**src/rtl/membar_pkg.sv**
```systemverilog
package membar_pkg;
  localparam int WORD_W    = 32;
  localparam int GRAN_LOG2 = 12;
  localparam int LO_MASK_W = WORD_W - GRAN_LOG2;
  localparam int PREF_BIT  = 3;

  typedef enum logic [1:0] {
    LOC_ANY32 = 2'b00,
    LOC_ANY64 = 2'b10
  } mem_loc_e;
endpackage

```
**src/rtl/membar_rst_sync.sv**
```systemverilog
module membar_rst_sync (
  input  logic clk,
  input  logic rst_n,
  output logic rst_sync_n
);
  logic [1:0] sync_q;

  always_ff @(posedge clk or negedge rst_n) begin
    if (!rst_n) sync_q <= 2'b00;
    else        sync_q <= {sync_q[0], 1'b1};
  end

  assign rst_sync_n = sync_q[1];
endmodule

```
**src/rtl/membar_setup_reg.sv**
```systemverilog
module membar_setup_reg
  import membar_pkg::*;
#(
  parameter bit IS_WIDE = 1'b0,
  parameter int MASK_W  = LO_MASK_W
) (
  input  logic              clk,
  input  logic              rst_n,
  input  logic              unlock_i,
  input  logic              ld_we_i,
  input  logic              ld_sel_i,
  input  logic [WORD_W-1:0] ld_data_i,
  output logic              lock_o,
  output logic [MASK_W-1:0] mask_o,
  output logic              pref_o,
  output logic              en_o
);
  logic                 lock_q, lock_d;
  logic                 pref_q, pref_d;
  logic [LO_MASK_W-1:0] mask_lo_q, mask_lo_d;
  logic                 load_ok;
  logic                 unused_bits;

  assign load_ok     = ld_we_i && lock_q;
  assign unused_bits = ^{ld_data_i[GRAN_LOG2-1:PREF_BIT+1], ld_data_i[PREF_BIT-1:0]};

  always_comb begin
    lock_d    = lock_q & ~unlock_i;
    pref_d    = pref_q;
    mask_lo_d = mask_lo_q;
    if (load_ok && !ld_sel_i) begin
      mask_lo_d = ld_data_i[WORD_W-1:GRAN_LOG2];
      pref_d    = ld_data_i[PREF_BIT];
    end
  end

  always_ff @(posedge clk or negedge rst_n) begin
    if (!rst_n) begin
      lock_q    <= 1'b1;
      pref_q    <= 1'b0;
      mask_lo_q <= '0;
    end else begin
      lock_q    <= lock_d;
      pref_q    <= pref_d;
      mask_lo_q <= mask_lo_d;
    end
  end

  generate
    if (IS_WIDE) begin : g_wide
      logic [WORD_W-1:0] mask_hi_q, mask_hi_d;

      always_comb begin
        mask_hi_d = mask_hi_q;
        if (load_ok && ld_sel_i) mask_hi_d = ld_data_i;
      end

      always_ff @(posedge clk or negedge rst_n) begin
        if (!rst_n) mask_hi_q <= '0;
        else        mask_hi_q <= mask_hi_d;
      end

      assign mask_o = {mask_hi_q, mask_lo_q};
      assign en_o   = mask_lo_q[LO_MASK_W-1] | mask_hi_q[WORD_W-1];
    end else begin : g_narrow
      assign mask_o = mask_lo_q;
      assign en_o   = mask_lo_q[LO_MASK_W-1];
    end
  endgenerate

  assign lock_o = lock_q;
  assign pref_o = pref_q;

  AST_SETUP_FROZEN: assert property (@(posedge clk) disable iff (!rst_n)
    !lock_q |=> ($stable(mask_o) && $stable(pref_q)));
  AST_LOCK_ONE_WAY: assert property (@(posedge clk) disable iff (!rst_n)
    !lock_q |=> !lock_q);
endmodule

```
**src/rtl/membar_base_reg.sv**
```systemverilog
module membar_base_reg
  import membar_pkg::*;
#(
  parameter bit IS_WIDE = 1'b0,
  parameter int MASK_W  = LO_MASK_W
) (
  input  logic              clk,
  input  logic              rst_n,
  input  logic              wr_allow_i,
  input  logic              wr_we_i,
  input  logic              wr_sel_i,
  input  logic [WORD_W-1:0] wr_data_i,
  input  logic [MASK_W-1:0] mask_i,
  output logic [MASK_W-1:0] base_o
);
  logic [LO_MASK_W-1:0] base_lo_q, base_lo_d;
  logic                 wr_ok;
  logic                 unused_bits;

  assign wr_ok       = wr_we_i && wr_allow_i;
  assign unused_bits = ^wr_data_i[GRAN_LOG2-1:0];

  always_comb begin
    base_lo_d = base_lo_q;
    if (wr_ok && !wr_sel_i)
      base_lo_d = wr_data_i[WORD_W-1:GRAN_LOG2] & mask_i[LO_MASK_W-1:0];
  end

  always_ff @(posedge clk or negedge rst_n) begin
    if (!rst_n) base_lo_q <= '0;
    else        base_lo_q <= base_lo_d;
  end

  generate
    if (IS_WIDE) begin : g_wide
      logic [WORD_W-1:0] base_hi_q, base_hi_d;

      always_comb begin
        base_hi_d = base_hi_q;
        if (wr_ok && wr_sel_i)
          base_hi_d = wr_data_i & mask_i[MASK_W-1:LO_MASK_W];
      end

      always_ff @(posedge clk or negedge rst_n) begin
        if (!rst_n) base_hi_q <= '0;
        else        base_hi_q <= base_hi_d;
      end

      assign base_o = {base_hi_q, base_lo_q};
    end else begin : g_narrow
      assign base_o = base_lo_q;
    end
  endgenerate

  AST_BASE_HELD_LOCKED: assert property (@(posedge clk) disable iff (!rst_n)
    !wr_allow_i |=> $stable(base_o));
  AST_BASE_IN_MASK: assert property (@(posedge clk) disable iff (!rst_n)
    (base_o & ~mask_i) == '0);
endmodule

```
**src/rtl/membar_addr_match.sv**
```systemverilog
module membar_addr_match
  import membar_pkg::*;
#(
  parameter int ADDR_W = WORD_W,
  parameter int MASK_W = ADDR_W - GRAN_LOG2
) (
  input  logic [ADDR_W-1:0] addr_i,
  input  logic [MASK_W-1:0] base_i,
  input  logic [MASK_W-1:0] mask_i,
  input  logic              en_i,
  output logic              hit_o
);
  logic [MASK_W-1:0] diff;
  logic              unused_low;

  assign unused_low = ^addr_i[GRAN_LOG2-1:0];

  always_comb begin
    diff  = (addr_i[ADDR_W-1:GRAN_LOG2] ^ base_i) & mask_i;
    hit_o = en_i && (diff == '0);
  end
endmodule

```
**src/rtl/membar_window.sv**
```systemverilog
module membar_window
  import membar_pkg::*;
#(
  parameter bit IS_WIDE = 1'b0,
  localparam int ADDR_W = IS_WIDE ? 2 * WORD_W : WORD_W,
  localparam int MASK_W = ADDR_W - GRAN_LOG2
) (
  input  logic              clk,
  input  logic              rst_n,
  input  logic              host_unlock,
  input  logic              setup_we,
  input  logic              setup_sel,
  input  logic [WORD_W-1:0] setup_data,
  input  logic              cfg_we,
  input  logic              cfg_sel,
  input  logic [WORD_W-1:0] cfg_wdata,
  output logic [WORD_W-1:0] cfg_rdata_lo,
  output logic [WORD_W-1:0] cfg_rdata_hi,
  input  logic [ADDR_W-1:0] txn_addr,
  output logic              txn_hit
);
  logic              rst_sync_n;
  logic              locked;
  logic [MASK_W-1:0] win_mask;
  logic [MASK_W-1:0] win_base;
  logic              win_pref;
  logic              win_en;
  mem_loc_e          loc_type;

  membar_rst_sync i_rst_sync (
    .clk        (clk),
    .rst_n      (rst_n),
    .rst_sync_n (rst_sync_n)
  );

  membar_setup_reg #(.IS_WIDE(IS_WIDE), .MASK_W(MASK_W)) i_setup (
    .clk       (clk),
    .rst_n     (rst_sync_n),
    .unlock_i  (host_unlock),
    .ld_we_i   (setup_we),
    .ld_sel_i  (setup_sel),
    .ld_data_i (setup_data),
    .lock_o    (locked),
    .mask_o    (win_mask),
    .pref_o    (win_pref),
    .en_o      (win_en)
  );

  membar_base_reg #(.IS_WIDE(IS_WIDE), .MASK_W(MASK_W)) i_base (
    .clk        (clk),
    .rst_n      (rst_sync_n),
    .wr_allow_i (!locked),
    .wr_we_i    (cfg_we),
    .wr_sel_i   (cfg_sel),
    .wr_data_i  (cfg_wdata),
    .mask_i     (win_mask),
    .base_o     (win_base)
  );

  membar_addr_match #(.ADDR_W(ADDR_W), .MASK_W(MASK_W)) i_match (
    .addr_i (txn_addr),
    .base_i (win_base),
    .mask_i (win_mask),
    .en_i   (win_en),
    .hit_o  (txn_hit)
  );

  assign loc_type = IS_WIDE ? LOC_ANY64 : LOC_ANY32;

  always_comb begin
    cfg_rdata_lo = '0;
    cfg_rdata_lo[WORD_W-1:GRAN_LOG2] = win_base[LO_MASK_W-1:0];
    cfg_rdata_lo[PREF_BIT]           = win_pref & win_en;
    cfg_rdata_lo[2:1]                = loc_type;
  end

  generate
    if (IS_WIDE) begin : g_hi_rd
      assign cfg_rdata_hi = win_base[MASK_W-1:LO_MASK_W];
    end else begin : g_hi_zero
      assign cfg_rdata_hi = '0;
    end
  endgenerate

  AST_LOW_BITS_ZERO: assert property (@(posedge clk) disable iff (!rst_sync_n)
    (cfg_rdata_lo[0] == 1'b0) && (cfg_rdata_lo[GRAN_LOG2-1:PREF_BIT+1] == '0));
  AST_NO_HIT_DISABLED: assert property (@(posedge clk) disable iff (!rst_sync_n)
    !win_en |-> !txn_hit);
endmodule

```
**config.mk**
```make
export PLATFORM = sky130hd
export DESIGN_NAME = membar_window
export DESIGN_NICKNAME = d
export VERILOG_FILES = /design/src/rtl/membar_pkg.sv /design/src/rtl/membar_rst_sync.sv /design/src/rtl/membar_setup_reg.sv /design/src/rtl/membar_base_reg.sv /design/src/rtl/membar_addr_match.sv /design/src/rtl/membar_window.sv
export SDC_FILE = /design/constraint.sdc
export NUM_CORES = 1
export LEC_CHECK = 0
export ABC_AREA = 1
export BUFFER_PORTS_ARGS = -buffer_cell sky130_fd_sc_hd__buf_2
export CORE_MARGIN = 8
export CORE_UTILIZATION = 38
export DETAILED_ROUTE_END_ITERATION = 12
export PLACE_DENSITY = 0.8
export REMOVE_ABC_BUFFERS = 1
export SLEW_MARGIN = 10
export SYNTH_ARGS = -nofsm -noshare
export SYNTH_HDL_FRONTEND = slang
export SYNTH_SLANG_ARGS = --single-unit
export TNS_END_PERCENT = 1
```
**constraint.sdc**
```tcl
create_clock -name clk -period 1.4 [get_ports clk]
set_input_delay 0.28 -clock clk [delete_from_list [all_inputs] [get_ports clk]]
set_output_delay 0.28 -clock clk [all_outputs]
set_load 0.01 [all_outputs]
```
==> results of run 1 <==
==> path summary, 6_finish.rpt <==
| path | startpoint | end | slack [ns] | cells after the start |
|---|---|---|---|---|
| worst max-delay path | i_base.base_o[11]$_DFFE_PN0P_ | txn_hit | -0.33 | 7 |
| worst min-delay path | host_unlock | i_setup.lock_o$_DFF_PN1_ | 0.09 | 2 |
| worst max register to register | i_setup.lock_o$_DFF_PN1_ | i_base.base_o[6]$_DFFE_PN0P_ | -0.05 | 4 |
| worst min register to register | i_rst_sync.sync_q[1]$_DFF_PN0_ | i_setup.mask_o[4]$_DFFE_PN0P_ | 0.23 | 1 |
| max in group asynchronous | i_rst_sync.sync_q[1]$_DFF_PN0_ | i_setup.lock_o$_DFF_PN1_ | 0.85 | 1 |
| min in group asynchronous | i_rst_sync.sync_q[1]$_DFF_PN0_ | i_setup.mask_o[4]$_DFFE_PN0P_ | 0.23 | 1 |
==> per-stage QoR <==
stage	setup TNS, ns	hold slack, ns	util, %
6_report	-0.4857	0.09010	49.37
5_1_grt	-3.619	0.08644	49.37
4_1_cts	-0.9694	0.07789	49.11
3_5_place_dp	-0.4210	0.07067	46.59
3_3_place_gp	-0.1536	0.06757	46.59
2_1_floorplan	-1.473	-0.01559	-
==> cell type report <==
cell class	instances	area, um^2
Clock buffer	7	86.33
Clock inverter	1	7.507
Fill cell	600	3197
Inverter	26	97.59
Multi-Input combinational cell	195	1136
Sequential cell	44	1104
Tap cell	77	96.34
Timing Repair Buffer	104	589.3
==> registers in the layout (all words and copies together) (netlist names) <==
register	flops
i_base.base_o	20
i_setup.lock_o	1
i_rst_sync.sync_q	2
i_setup.mask_o	20
i_setup.pref_o	1
==> worst max-delay path, stage by stage (launching register included) <==
cell and delay [ns]:
dfrtp_1 0.39, or2_4 0.23, nand3_2 0.06, nand2_1 0.06, nor2_2 0.10, nand2_1 0.08, nor2_1 0.11, buf_2 0.14
==> cells in the final DEF, fill, tap and decap left out, drive strengths merged, types with 6 or more instances in the layout <==
cell,synthesis,routed
inv,26,26
or2,6,6
clkbuf,1,7
dfrtp,43,43
buf,47,103
nand3,40,40
nand2,52,52
conb,2,44
mux2,21,21
nor2,10,10
o21ai,21,21
==> repair_timing <==
| action | 4_1_cts | 5_1_grt |
|---|---|---|
| pin swaps | 8 | 7 |
| hold buffers | 1 | 0 |
| gates resized for setup | 13 | 5 |
| endpoints found under the hold margin | 2 | 0 |
| buffers inserted | 1 | 0 |
| endpoints found under the setup margin | 17 | 26 |
==> kinds of logic after synthesis <==
family	Yosys count
AOI/OAI and AO/OA	21
xor gates and xnor gates	1
and+or+nand+nor	108
buffers and inverters	74
muxes	21
DFF	44
other	2
==> routing by layer <==
layer,global-route usage [%],part of all wire [%],up-vias
met1,15.35,41,924
met5,0,0.19,-
li1,-,-,989
met2,22.19,47,95
met3,6.686,10,10
met4,2.959,1.0,2
==> where the power goes <==
part / leakage, uW / switching (uW) / internal (uW)
logic: 0.00118 / 307 / 288
registers: 0.000578 / 82.6 / 1370
clock network: 0.0000445 / 420 / 401
total: 0.00180 / 810 / 2060
==> impl_metrics.toml, run 1 <==
[critical_path]
worst_ep_arrival_time_ns = 1.45
critPathMaxFanout = 2
timing.critical_path.required_ns = 1.12
worst_setup_path_start_kind = "flip-flop"
critical_path.endpoint_type = "primary output"
criticalPathCategory = "reg2out"

[floorplanning]
design.portCount = 168
chipHeight_um = 96.74
initial_utilization_pct = 39.24
total_die_area_um2 = 9359
floorplan.die.width_um = 96.74
core_region_area_um2 = 6314
fp-row-count = 29

[logic_synthesis]
synth.most_common_cell = "nand2_1"
synth_common_cells = "50 x nand2_1, 43 x buf_4, 43 x dfrtp_1, 40 x nand3_1, 25 x inv_1"
synthAdderAreaFrac_pct = 0
synth_top_flop_cell = "dfrtp_1"
yosys.area.top_type = "dfrtp_1"
complex_gate_fraction_of_the_synthesized_area_pct = 4.242
count_of_flip_flops_with_a_built_in_enable_after_synthesis = 0
synthSimpleGateAreaFrac_pct = 19.60
number_of_flip_flops_and_latches_in_the_synthesized_netlist = 44
synth-warning-count = 0
synthDistinctLibCells = 20
synth_mux_area_share_pct = 12.58
postSynth.asyncResetShare_pct = 100.0
share_of_yosys_cell_area_claimed_by_the_top_area_cell_type_pct = 43.43
syn_area_um2 = 2477
synth_seq_area_share_pct = 44.49
synth_top_family_by_area = "simple AND/OR/NAND/NOR gates"
synth_xor_xnor_area_share_pct = 0.3535
synth.area.top_cells = "dfrtp_1 43%, buf_4 13%, mux2_4 12%, nand3_1 8.1%, nand2_1 7.6%"
post_synth_inst_count = 271
synth_area_per_cell_um2 = 9.142

[place]
placement.io_buffers = 89
post-place-cells = 444
placed_instance_area_um2 = 2942
post-place-ws_ns = -0.1489
dp_hpwl_um = 5015
gp_congestion = 0.7574

[run_status]
violations = "setup timing"
outcome = "complete, but fails checks"

[route]
wl_per_cell_um = 13.74
dr.pass1.iters = 4
total_drc_errors_in_the_routed_layout = 0
post_drt_antenna_nets = 0
detail_route.vias_per_cell = 4.449
drt_iter0_markers = 44
totalWireLength_um = 6238
via_count = 2020

[sta]
timing.clock.skew_ns = 0.008405
timing.final.max_slew_violations = 0
setup_viol_count_final = 6
timing.max_slew.rel_slack_pct = 52.60
max_freq_ghz = 0.5765
timing_worst_slew_pin_value_ns = 0.7093
grt_setup_unrepaired = "true"
finalCriticalPeriod_ns = 1.735
fin_ws_ns = -0.3346
timing_hold_violations_final = 0
final_min_period_over_clock_period_pct = 123.9

[pwr]
power_leakage_uw = 0.001800
totalPowerFinal_uw = 2874
vdd_drop_max_mv = 0.4857
power_density_nw_per_um2 = 922.2

[final_layout]
final-instance-count-excl-fill = 454
drive_above_1_share_pct = 41.11
nNetsFinal = 479
diodes = 0
flow.area_growth_from_synthesis_pct = 25.81
fin_area_um2 = 3117

[clock_network]
cts-root-buf = "clkbuf_8"
clock_latency_reported_for_the_late_side_of_the_worst_skew_pair_ns = 0.29
clock_tree.htree_level_count = 2
cts_inserted_buffers = 5
cts_num_sinks = 44
cts_max_path_buffers = 2
tritoncts = "done"
clkTransAtPathRegs_ns = 0.08

[grt]
maximum_number_of_pins_on_one_net_before_global_route_repair = 33
first_pass_grt_wire_length_um = 10740
gr-total-overflow = 0
antenna_violations_before_repair = 1
first_global_vias = 2250
grt_util_all_layers_pct = 13.51

[flow_run]
maxCapViolCount = 0

[min_path]
hold_path_class = "in2reg"
Power figures use the tool's default switching activity.
==> inputs of run 2 (changes only) <==
==> constraint.sdc (replaced) <==
create_clock -name clk -period 1.4 [get_ports clk]
set_input_delay 0.07 -clock clk [delete_from_list [all_inputs] [get_ports clk]]
set_output_delay 0.07 -clock clk [all_outputs]
set_load 0.01 [all_outputs]
==> run 2 against run 1 <==
The flow still finishes with violations (setup timing). Utilization grew 2.9 points. Clock skew increased by 0.0016 ns. Worst setup slack improved by 0.19 ns. Sequential share of layout area down 1.9 points. Global-route usage rose by 1.2 points. Via count is 4.4% higher. Critical endpoint unchanged.
==> impl_metrics.toml, run 2 (synthesis results as in run 1) <==
[floorplanning]
core_region_area_um2 = 6314
initial_utilization_pct = 39.24
chipHeight_um = 96.74
floorplan.die.width_um = 96.74
total_die_area_um2 = 9359
design.portCount = 168
fp-row-count = 29

[flow_run]
maxCapViolCount = 0

[critical_path]
crit_path_max_delay_cell_type = "dfrtp_1"
worst_setup_path_start_kind = "flip-flop"
timing.critical_path.required_ns = 1.33
critPathMaxFanout = 4
timing.critical_path.cells = "or2_4 -> nand3_2 -> nand2_2 -> nor2_2 -> nand2_2 -> nor2_2 -> buf_2"
buffers_and_inverters_on_the_worst_path = 1
cpLargestDelayFamily = "simple AND/OR/NAND/NOR gates"
criticalPathCategory = "reg2out"
critical_path.endpoint_type = "primary output"
worst_ep_arrival_time_ns = 1.47
crit_path_max_cell_delay_ns = 0.41

[sta]
finalCriticalPeriod_ns = 1.543
final_min_period_over_clock_period_pct = 110.2
timing.clock.skew_ns = 0.009972
timing.final.max_slew_violations = 0
max_freq_ghz = 0.6480
timing_worst_slew_pin_value_ns = 0.7138
fin_ws_ns = -0.1432
sum_neg_setup_slack_ns = -0.3223
grt_setup_unrepaired = "true"
timing.max_slew.rel_slack_pct = 52.30
setup_viol_count_final = 11
timing_hold_violations_final = 0

[route]
dr.pass1.iters = 4
via_count = 2109
detail_route.vias_per_cell = 4.487
total_drc_errors_in_the_routed_layout = 0
wl_per_cell_um = 14.29
totalWireLength_um = 6714
post_drt_antenna_nets = 0
drt_iter0_markers = 34

[pwr]
power.share.combinational_pct = 22.2
swShare_pct = 28.54
totalPowerFinal_uw = 2865
cellInternalPower_uw = 2047
net-switching-power_uw = 817.7
power.share.sequential_pct = 51.3
power_leakage_uw = 0.001867
power_density_nw_per_um2 = 869.0
vdd_drop_max_mv = 0.4643
portion_of_total_power_attributed_to_the_clock_network_pct = 26.5

[place]
gp_congestion = 0.7653
dp_hpwl_um = 5088
placement.io_buffers = 89

[grt]
antenna_violations_before_repair = 0
gr-total-overflow = 0
first_pass_grt_wire_length_um = 11640
maximum_number_of_pins_on_one_net_before_global_route_repair = 33
first_global_vias = 2420
grt_util_all_layers_pct = 14.75

[clock_network]
cts_inserted_buffers = 5
cts_max_path_buffers = 2
cts_num_sinks = 44
cts-root-buf = "clkbuf_8"
tritoncts = "done"
clkTransAtPathRegs_ns = 0.08
clock_tree.htree_level_count = 2
clock_latency_reported_for_the_late_side_of_the_worst_skew_pair_ns = 0.29

[final_layout]
drive_above_1_share_pct = 39.44
diodes = 0
final.fill_count = 605
nNetsFinal = 495
flow.area_growth_from_synthesis_pct = 33.08
final_core_density_pct = 52.22
layout_commonest_cell = "buf_2"
mostFrequentLayoutCells = "89 x buf_2, 45 x nand2_1, 44 x conb_1"

[min_path]
hold_path_class = "in2reg"

[run_status]
violations = "setup timing"
outcome = "complete, but fails checks"
run 2: cell count changes in the layout (fill, tap and decap cells not counted), sizes merged:
cell         change
dlygate4sd3     +19
clkinvlp         -1
clkinv           +1
buf              -3
run 2: power by group through the flow:
stage                     Clock (uW)  Sequential (uW)  Combinational [uW]
after floorplan                    0             1510                 272
after CTS                        805             1470                 617
after detailed placement           0             1490                 543
after global routing             855             1490                 714
final                            759             1470                 636
after global placement             0             1480                 529
run 2: layout make-up:
cell class | count | area [um^2] | area share [%]
timing repair buffer | 120 | 769.5 | 23.34
multi-input combinational | 195 | 1149 | 34.84
tap | 77 | 96.34 | 2.922
inverter | 26 | 97.59 | 2.960
clock buffer | 7 | 76.32 | 2.315
sequential | 44 | 1104 | 33.47
clock inverter | 1 | 5.005 | 0.1518
run 2: worst register-to-register path: stages, from the launching register on:
cell and delay, ns:
dfstp_2 0.38, inv_2 0.07, nand2_2 0.07, nor2_4 0.55
nand3_1 0.16, o21ai_0 0.13
run 2: worst paths after layout:
kind / startpoint / end / slack (ns) / depth (start not counted)
min in group asynchronous: rst_n / i_rst_sync.sync_q[1]$_DFF_PN0_ / 0.09 / 2
max in group asynchronous: i_rst_sync.sync_q[1]$_DFF_PN0_ / i_setup.mask_o[15]$_DFFE_PN0P_ / 0.72 / 1
worst min register to register: i_rst_sync.sync_q[1]$_DFF_PN0_ / i_setup.mask_o[19]$_DFFE_PN0P_ / 0.20 / 0
worst min-delay path: cfg_wdata[25] / i_base.base_o[13]$_DFFE_PN0P_ / 0.005 / 3
worst max-delay path: i_base.base_o[2]$_DFFE_PN0P_ / txn_hit / -0.14 / 7
worst max register to register: i_setup.lock_o$_DFF_PN1_ / i_base.base_o[6]$_DFFE_PN0P_ / -0.04 / 5
run 2: layer usage:
metal	vias to the layer above	global-route usage [%]	part of all wire [%]
li1	1023	-	-
met1	985	16.36	40
met2	95	25.00	49
met3	6	6.899	10
met4	0	3.314	0.77
met5	-	0	0
run 2: what timing repair did:
item / CTS / global route
setup buffers: 4 / 0
hold buffers: 19 / 1
pin swaps: 12 / 8
endpoints found under the setup margin: 19 / 21
resized for setup: 12 / 11
endpoints found under the hold margin: 20 / 1
run 2: through the flow:
step | instances | setup slack [ns] | area, um^2 | hold WS, ns
floorplan | 265 | -0.07068 | 2276 | -0.2256
global placement | 439 | 0.02591 | 2917 | -0.1448
detailed placement | 439 | -0.07885 | 2917 | -0.1437
CTS | 470 | -0.1380 | 3261 | 0.00006697
global route | 470 | -0.2691 | 3297 | 0.004112
finish | 470 | -0.1432 | 3297 | 0.004965
